### src/rtl/quad_clamp_pkg.sv
package quad_clamp_pkg;
  typedef enum logic [2:0] {
    BAND_LOW   = 3'd0,
    BAND_MIDLO = 3'd1,
    BAND_MIDHI = 3'd2,
    BAND_HIGH  = 3'd3,
    BAND_PASS  = 3'd4
  } bandSel_e;

  typedef struct packed {
    logic capture;
  } stageStrobe_t;
endpackage

### src/rtl/quad_clamp_ctrl.sv
module quad_clamp_ctrl
  import quad_clamp_pkg::*;
(
  input  logic         clk,
  input  logic         rst,
  input  logic         validIn,
  output stageStrobe_t strobe,
  output logic         validOut
);
  always_comb begin
    strobe.capture = validIn && !rst;
  end

  always_ff @(posedge clk) begin
    if (rst) validOut <= 1'b0;
    else     validOut <= validIn;
  end
endmodule

### src/rtl/quad_clamp_dp.sv
module quad_clamp_dp
  import quad_clamp_pkg::*;
#(
  parameter int PIX_W = 8,
  parameter int NPIX  = 8
) (
  input  logic                  clk,
  input  stageStrobe_t          strobe,
  input  logic [PIX_W*NPIX-1:0] pixIn,
  output logic [PIX_W*NPIX-1:0] blkOut
);
  localparam int SHIFT  = $clog2(NPIX);
  localparam int SUM_W  = PIX_W + SHIFT;
  localparam int QUART  = 1 << (PIX_W - 2);
  localparam int NARROW = QUART / 2;
  localparam int WIDE   = QUART;

  logic [SUM_W-1:0] pixSum;
  logic [PIX_W-1:0] pixMin, pixMax, avgVal, spread;
  logic [1:0]       quarter;
  logic             narrowOk;
  bandSel_e         band;
  logic [PIX_W-1:0] loBound, hiBound;
  logic [PIX_W*NPIX-1:0] clamped;

  always_comb begin
    pixSum = '0;
    pixMin = pixIn[PIX_W-1:0];
    pixMax = pixIn[PIX_W-1:0];
    for (int i = 0; i < NPIX; i++) begin
      pixSum = pixSum + SUM_W'(pixIn[i*PIX_W +: PIX_W]);
      if (pixIn[i*PIX_W +: PIX_W] < pixMin) pixMin = pixIn[i*PIX_W +: PIX_W];
      if (pixIn[i*PIX_W +: PIX_W] > pixMax) pixMax = pixIn[i*PIX_W +: PIX_W];
    end
    avgVal  = PIX_W'(pixSum >> SHIFT);
    spread  = pixMax - pixMin;
    quarter = avgVal[PIX_W-1 -: 2];
    if (quarter == 2'd0 || quarter == 2'd3)
      narrowOk = 32'(spread) < NARROW;
    else
      narrowOk = 32'(spread) < WIDE;
    band    = narrowOk ? bandSel_e'({1'b0, quarter}) : BAND_PASS;
    loBound = {quarter, {(PIX_W-2){1'b0}}};
    hiBound = {quarter, {(PIX_W-2){1'b1}}};
  end

  for (genvar g = 0; g < NPIX; g++) begin : g_lane
    logic [PIX_W-1:0] sample;
    assign sample = pixIn[g*PIX_W +: PIX_W];
    always_comb begin
      if (band == BAND_PASS)      clamped[g*PIX_W +: PIX_W] = sample;
      else if (sample < loBound)  clamped[g*PIX_W +: PIX_W] = loBound;
      else if (sample > hiBound)  clamped[g*PIX_W +: PIX_W] = hiBound;
      else                        clamped[g*PIX_W +: PIX_W] = sample;
    end
  end

  always_ff @(posedge clk) begin
    if (strobe.capture) blkOut <= clamped;
  end
endmodule

### src/rtl/quad_clamp_stage.sv
module quad_clamp_stage
  import quad_clamp_pkg::*;
#(
  parameter int PIX_W = 8,
  parameter int NPIX  = 8
) (
  input  logic                  clk,
  input  logic                  rst,
  input  logic                  validIn,
  input  logic [PIX_W*NPIX-1:0] pixIn,
  output logic                  validOut,
  output logic [PIX_W*NPIX-1:0] blkOut
);
  stageStrobe_t strobe;

  quad_clamp_ctrl u_ctrl (
    .clk      (clk),
    .rst      (rst),
    .validIn  (validIn),
    .strobe   (strobe),
    .validOut (validOut)
  );

  quad_clamp_dp #(.PIX_W(PIX_W), .NPIX(NPIX)) u_dp (
    .clk    (clk),
    .strobe (strobe),
    .pixIn  (pixIn),
    .blkOut (blkOut)
  );
endmodule

### config.mk
export PLATFORM = sky130hd
export DESIGN_NAME = quad_clamp_stage
export DESIGN_NICKNAME = d
export VERILOG_FILES = /design/src/rtl/quad_clamp_pkg.sv /design/src/rtl/quad_clamp_ctrl.sv /design/src/rtl/quad_clamp_dp.sv /design/src/rtl/quad_clamp_stage.sv
export SDC_FILE = /design/constraint.sdc
export NUM_CORES = 1
export LEC_CHECK = 0
export BUFFER_PORTS_ARGS = -buffer_cell sky130_fd_sc_hd__buf_2
export CAP_MARGIN = 5
export CORE_MARGIN = 1
export CORE_UTILIZATION = 35
export DETAILED_ROUTE_END_ITERATION = 8
export GPL_ROUTABILITY_DRIVEN = 1
export GPL_TIMING_DRIVEN = 0
export SETUP_SLACK_MARGIN = 0.15
export SYNTH_ARGS = -nofsm -noshare
export SYNTH_HDL_FRONTEND = slang
export SYNTH_HIERARCHICAL = 1
export SYNTH_SLANG_ARGS = --single-unit
### constraint.sdc
create_clock -name clk -period 14.77 [get_ports clk]
set_input_delay 1.477 -clock clk [delete_from_list [all_inputs] [get_ports clk]]
set_output_delay 1.477 -clock clk [all_outputs]
set_load 0.01 [all_outputs]
==> results_dict.tcl, run 1 <==
set metrics [dict create \
    synth_edf_count 64 \
    yosysSeqAreaShare_pct 21.2 \
    slowest_delay_ns 0.49 \
    top_usage_layer "met2" \
    drc_errors 0 \
    io_buffers 131 \
    globalplace.congestion 0.919 \
    synth_fp_nets 1270 \
    critical_path_class "input port to register" \
    tritoncts "done" \
    use_met1_pct 33.5 \
    syn2layout_area_growth_pct 41.2 \
    routedWlPerCell_um 21.5 \
    numCtsBuffers 9 \
    synth_cell_types 74 \
    grt_max_degree 34 \
    grt.overflow.total 0 \
    ys.flop_type "edfxtp_1" \
    die_x_um 164 \
    grt_util_met2_pct 39.0 \
    clockBufferDepth 2 \
    place_inst 1492 \
    grt_use_total_pct 24.3 \
    rsz0062_at_grt "yes" \
    routed_wl_um 34700 \
    drt_iter0_drc 814 \
    fin_area_mm2 0.0129 \
    synth-seq-cells 65 \
    crit_top_cell "ha_4" \
    drv_slew 0 \
    die_area_mm2 0.0268 \
    clk_pin_slew_ns 0.06 \
    via_per_inst 5.83 \
    ys_warn_count 6 \
    use_met3_pct 3.43 \
    critPathSlowestCell "or4b_4" \
    yosys.area.top_type_share_pct 21.0 \
    cts_sinks 65 \
    status "completed" \
    die_h_um 164 \
    syn_area_per_cell_um2 8.89 \
    post_dp_cell_area_mm2 0.0103 \
    fp.coreArea_mm2 0.0254 \
    relSlewSlack_pct 13.5 \
    hp-class "input port to register" \
    min_period_ns 14.45 \
    layout.nets 1516 \
    grt_pass1_vias 8660 \
    fin_crit_sh_pct 97.9 \
    firstDrtPassIters 6 \
    required_ns 14.86 \
    async_flop_share_pct 0 \
    final_cells 1611 \
    hold_violations 0 \
    drive_above_1_share_pct 38.9 \
    worst-path-max-fanout 10 \
    synth_common_cells "128 x ha_1, 124 x inv_1, 79 x a21oi_1" \
    root_buffer "clkbuf_16" \
    endpoint_kind "register" \
    synth_area_leaders "edfxtp_1 21%, ha_1 17%, fa_1 9.8%" \
    setup_viol 0 \
    start_util_pct 36.1 \
    num_io_pins 132 \
    grt_antenna_before_repair 0 \
    max_freq_ghz 0.0692 \
    syn_area_mm2 0.00916 \
    htree_levels 3 \
    n_antenna_cell 0 \
    vias 9394 \
    hpwl_um 25100 \
    synthCells 1030 \
    ctsHoldBuffers 0 \
    worst_pin_slew_ns 1.29 \
    grt_first_pass_wirelength_um 49100 \
    crit_path_start_kind "input port" \
    rows 58 \
    maxCapViolCount 0 \
    critPathArrivalTime_ns 14.54 \
    yosysTopAreaCell "edfxtp_1" \
    synth_most_common_cell "ha_1" \
    antenna_left 0 \
]
==> registers in the layout, summed over array words and instances, names as in the netlist <==
| signal | flops |
|---|---|
| u_dp/blkOut | 64 |
| u_ctrl/validOut | 1 |
==> path summary, 6_finish.rpt <==
check                 slack, ns  depth (start not counted)              end  startpoint
worst max-delay path       0.32                         77  u_dp/blkOut[18]    pixIn[1]
worst min-delay path       1.34                          2  u_ctrl/validOut         rst
==> placed cells by master, fill, tap and decap left out, drive strengths merged, types with 30 or more instances in the layout <==
master / Yosys / routed
buf: 7 / 244
ha: 128 / 128
inv: 124 / 124
a21oi: 79 / 79
nand2: 73 / 73
o21ai: 69 / 69
nor2: 66 / 66
edfxtp: 64 / 64
fa: 45 / 45
mux2i: 37 / 37
a22oi: 30 / 30
==> per-layer routing <==
layer / wire (um) / up-vias
met1: 15300 / 4543
met3: 2320 / 76
li1: - / 4330
met4: 1010 / 0
met2: 16000 / 445
met5: 0 / -
==> metrics by stage <==
| stage | setup WS [ns] | util, % | hold slack (ns) | TNS (ns) |
|---|---|---|---|---|
| after floorplan | 0.187 | - | 1.55 | 0 |
| after global placement | -2.44 | 40.6 | 1.65 | -145.96 |
| after detailed placement | -2.53 | 40.7 | 1.69 | -153.44 |
| after CTS | 0.151 | 45.1 | 1.33 | 0 |
| after global routing | -0.135 | 50.9 | 1.34 | -2.93 |
| final | 0.316 | 50.9 | 1.34 | 0 |
==> layout make-up <==
cell class | instances | area, um2
fillers | 2327 | 12500
well taps | 330 | 413
clock buffers | 9 | 225
plain buffers | 21 | 210
clock inverters | 7 | 93.8
inverters | 127 | 499
repair buffers | 234 | 1600
multi-input cells | 818 | 7960
flip-flops and latches | 65 | 1940
==> worst max-delay path, delay by kind of cell <==
kind | cells | cell delay [ns]
buffers and inverters | 14 | 1.67
AOI/OAI and AO/OA | 32 | 5.49
adders and majority gates | 8 | 1.79
and+or+nand+nor | 18 | 2.52
muxes | 5 | 1.52
==> cells by family (layout without fill, tap and decap cells) <==
| group | count (synthesis) | after routing | synth area share (%) |
|---|---|---|---|
| and+or+nand+nor | 277 | 277 | 15.8 |
| muxes | 59 | 59 | 6.83 |
| DFF | 65 | 65 | 21.2 |
| buffers and inverters | 148 | 398 | 6.16 |
| AOI/OAI and AO/OA | 297 | 298 | 21.6 |
| xor gates and xnor gates | 10 | 10 | 0.956 |
| adders and majority gates | 174 | 174 | 27.4 |
==> repair_timing <==
item	in CTS	in global routing
gates cloned	1	5
setup endpoints to repair	64	64
buffers inserted	41	56
pin swaps	32	90
gates resized for setup	117	247
Power of run 1 is not shown: default switching activity piles up to over one toggle a cycle in this logic, so the estimate is an artifact.
==> run 2: changes to the inputs <==
--- a/config.mk
+++ b/config.mk
@@ -12,8 +12,8 @@
 export DETAILED_ROUTE_END_ITERATION = 8
 export GPL_ROUTABILITY_DRIVEN = 1
 export GPL_TIMING_DRIVEN = 0
+export MAX_ROUTING_LAYER = met4
 export SETUP_SLACK_MARGIN = 0.15
 export SYNTH_ARGS = -nofsm -noshare
 export SYNTH_HDL_FRONTEND = slang
-export SYNTH_HIERARCHICAL = 1
 export SYNTH_SLANG_ARGS = --single-unit
==> run 2 against run 1 <==
Net effect: utilization is 0.52 points lower; die area is 0.19% lower; design area is 1.0% lower; first-iteration DRC count is 27% lower; synthesized cell count is 2.7% lower; cell count is 1.1% lower.
==> results_dict.tcl, run 2 <==
set metrics [dict create \
    synth-seq-cells 65 \
    final_common_cell "buf_2" \
    routedWlPerCell_um 20.0 \
    reg_top3 "u_dp.blkOut x64, u_ctrl.validOut x1" \
    syn_area_mm2 0.00914 \
    synth_cell_types 85 \
    io_buffers 131 \
    ys_warn_count 0 \
    ys.flop_type "edfxtp_1" \
    clk_pin_slew_ns 0.06 \
    status "completed" \
    rsz0062_at_grt "yes" \
    routed_wl_um 31900 \
    rows 58 \
    htree_levels 3 \
    required_ns 14.93 \
    tritoncts "done" \
    fin_area_mm2 0.0128 \
    critPathArrivalTime_ns 14.49 \
    grt_use_total_pct 23.7 \
    globalplace.congestion 0.912 \
    yosys.area.top_type_share_pct 21.0 \
    clockBufferDepth 2 \
    vias 8762 \
    min_period_ns 14.33 \
    post_dp_cell_area_mm2 0.0103 \
    start_util_pct 36.0 \
    slowest_delay_ns 0.46 \
    die_area_mm2 0.0268 \
    max_freq_ghz 0.0698 \
    drv_slew 0 \
    place_inst 1465 \
    critical_path_class "input port to register" \
    grt.overflow.total 0 \
    syn2layout_area_growth_pct 40.0 \
    crit_path_start_kind "input port" \
    numCtsBuffers 9 \
    hpwl_um 23200 \
    critPathSlowestCell "a211o_4" \
    grt_first_pass_wirelength_um 46300 \
    synth_most_common_cell "ha_1" \
    worst_pin_slew_ns 0.978 \
    cp_top_family "compound AO/OA/AOI/OAI gates" \
    endpoint_kind "register" \
    maxCapViolCount 0 \
    via_per_inst 5.50 \
    final_cells 1594 \
    antenna_left 0 \
    largest_register_ffs 64 \
    synth_edf_count 64 \
    syn_area_per_cell_um2 9.12 \
    crit_top_cell "a21oi_2" \
    yosysSeqAreaShare_pct 21.2 \
    layout.nets 1502 \
    fin_util_pct 50.4 \
    ctsHoldBuffers 0 \
    hp-class "input port to register" \
    synth_area_leaders "edfxtp_1 21%, ha_1 19%, fa_1 8.3%" \
    die_x_um 164 \
    regMostFlops "u_dp.blkOut" \
    synthCells 1002 \
    setup_viol 0 \
    firstDrtPassIters 5 \
    hold_violations 0 \
    fin_crit_sh_pct 97.0 \
    synth_fp_nets 1246 \
    cp_num_cells 82 \
    drc_errors 0 \
    layout_common_cells "119 x buf_2, 114 x ha_1, 104 x inv_1, 104 x buf_4, 91 x nor2_1" \
    grt_antenna_before_repair 1 \
    root_buffer "clkbuf_16" \
    fp.coreArea_mm2 0.0254 \
    setup.worst_path.end "u_dp.blkOut[38]" \
    cp.buffers_inverters 11 \
    num_io_pins 132 \
    worst-path-max-fanout 5 \
    startpoint "pixIn[1]" \
    grt_pass1_vias 8342 \
    synth_common_cells "139 x ha_1, 126 x inv_1, 103 x nor2_1" \
    grt_max_degree 34 \
    yosysTopAreaCell "edfxtp_1" \
    drive_above_1_share_pct 38.1 \
    fillCellCount 2348 \
    drt_iter0_drc 595 \
    relSlewSlack_pct 34.5 \
    async_flop_share_pct 0 \
    die_h_um 164 \
    cts_sinks 65 \
]
run 2: cell types whose count changed after synthesis, moves of 10 or more:
cell	delta
o32a_1	-13
mux2i_1	+20
o21a_1	+34
nor2_1	+37
a22oi_1	-29
o21ai_1	+12
ha_1	+11
o21ai_0	-16
nor3_1	-11
o211ai_1	-10
nand2_1	-29
a31oi_1	-10
run 2: layer usage:
| layer | global-route usage [%] | vias to the layer above | part of all wire (%) |
|---|---|---|---|
| li1 | - | 4163 | - |
| met3 | 2.64 | 48 | 5.3 |
| met4 | 6.78 | 0 | 2.2 |
| met1 | 31.2 | 4268 | 45 |
| met5 | - | - | 0 |
| met2 | 38.3 | 283 | 48 |
run 2: area by class of cell:
type | count | area (um2) | area share [%]
plain buffers | 16 | 169 | 1.32
well taps | 330 | 413 | 3.22
repair buffers | 244 | 1720 | 13.4
diodes | 1 | 2.50 | 0.0195
multi-input cells | 795 | 7700 | 60.1
clock buffers | 9 | 225 | 1.76
inverters | 127 | 507 | 3.96
clock inverters | 7 | 125 | 0.977
flip-flops and latches | 65 | 1940 | 15.2
run 2: cells by family (layout without fill, tap and decap cells):
group                      count (synthesis)  after routing  synth area share [%]
other                                      0              1                     0
muxes                                     71             71                  8.13
adders and majority gates                181            181                  27.8
DFF                                       65             65                  21.2
xor gates and xnor gates                  15             15                  1.44
AOI/OAI and AO/OA                        279            280                  21.9
and+or+nand+nor                          248            248                  13.3
buffers and inverters                    143            403                  6.14
run 2: what timing repair did:
item | in CTS | in global routing
setup buffers | 57 | 50
pin swaps | 29 | 71
cloned | 4 | 1
resized for setup | 96 | 218
setup endpoints to repair | 64 | 64
run 2: worst min path at each step:
stage	startpoint	to	slack, ns	depth (start not counted)
2_1_floorplan	rst	u_ctrl.validOut	1.55	1
3_3_place_gp	rst	u_ctrl.validOut	1.65	2
3_5_place_dp	rst	u_ctrl.validOut	1.70	2
4_1_cts	rst	u_ctrl.validOut	1.32	2
5_1_grt	rst	u_ctrl.validOut	1.32	2
6_report	rst	u_ctrl.validOut	1.32	2
run 2: stage by stage:
| step | hold WS [ns] | setup TNS, ns | worst slack [ns] |
|---|---|---|---|
| finish | 1.32 | 0 | 0.436 |
| floorplan | 1.55 | 0 | 0.170 |
| global route | 1.32 | -9.20 | -0.233 |
| CTS | 1.32 | 0 | 0.168 |
| global placement | 1.65 | -132.01 | -2.31 |
| detailed placement | 1.70 | -149.44 | -2.56 |
Power of run 2 is left out for the same reason.
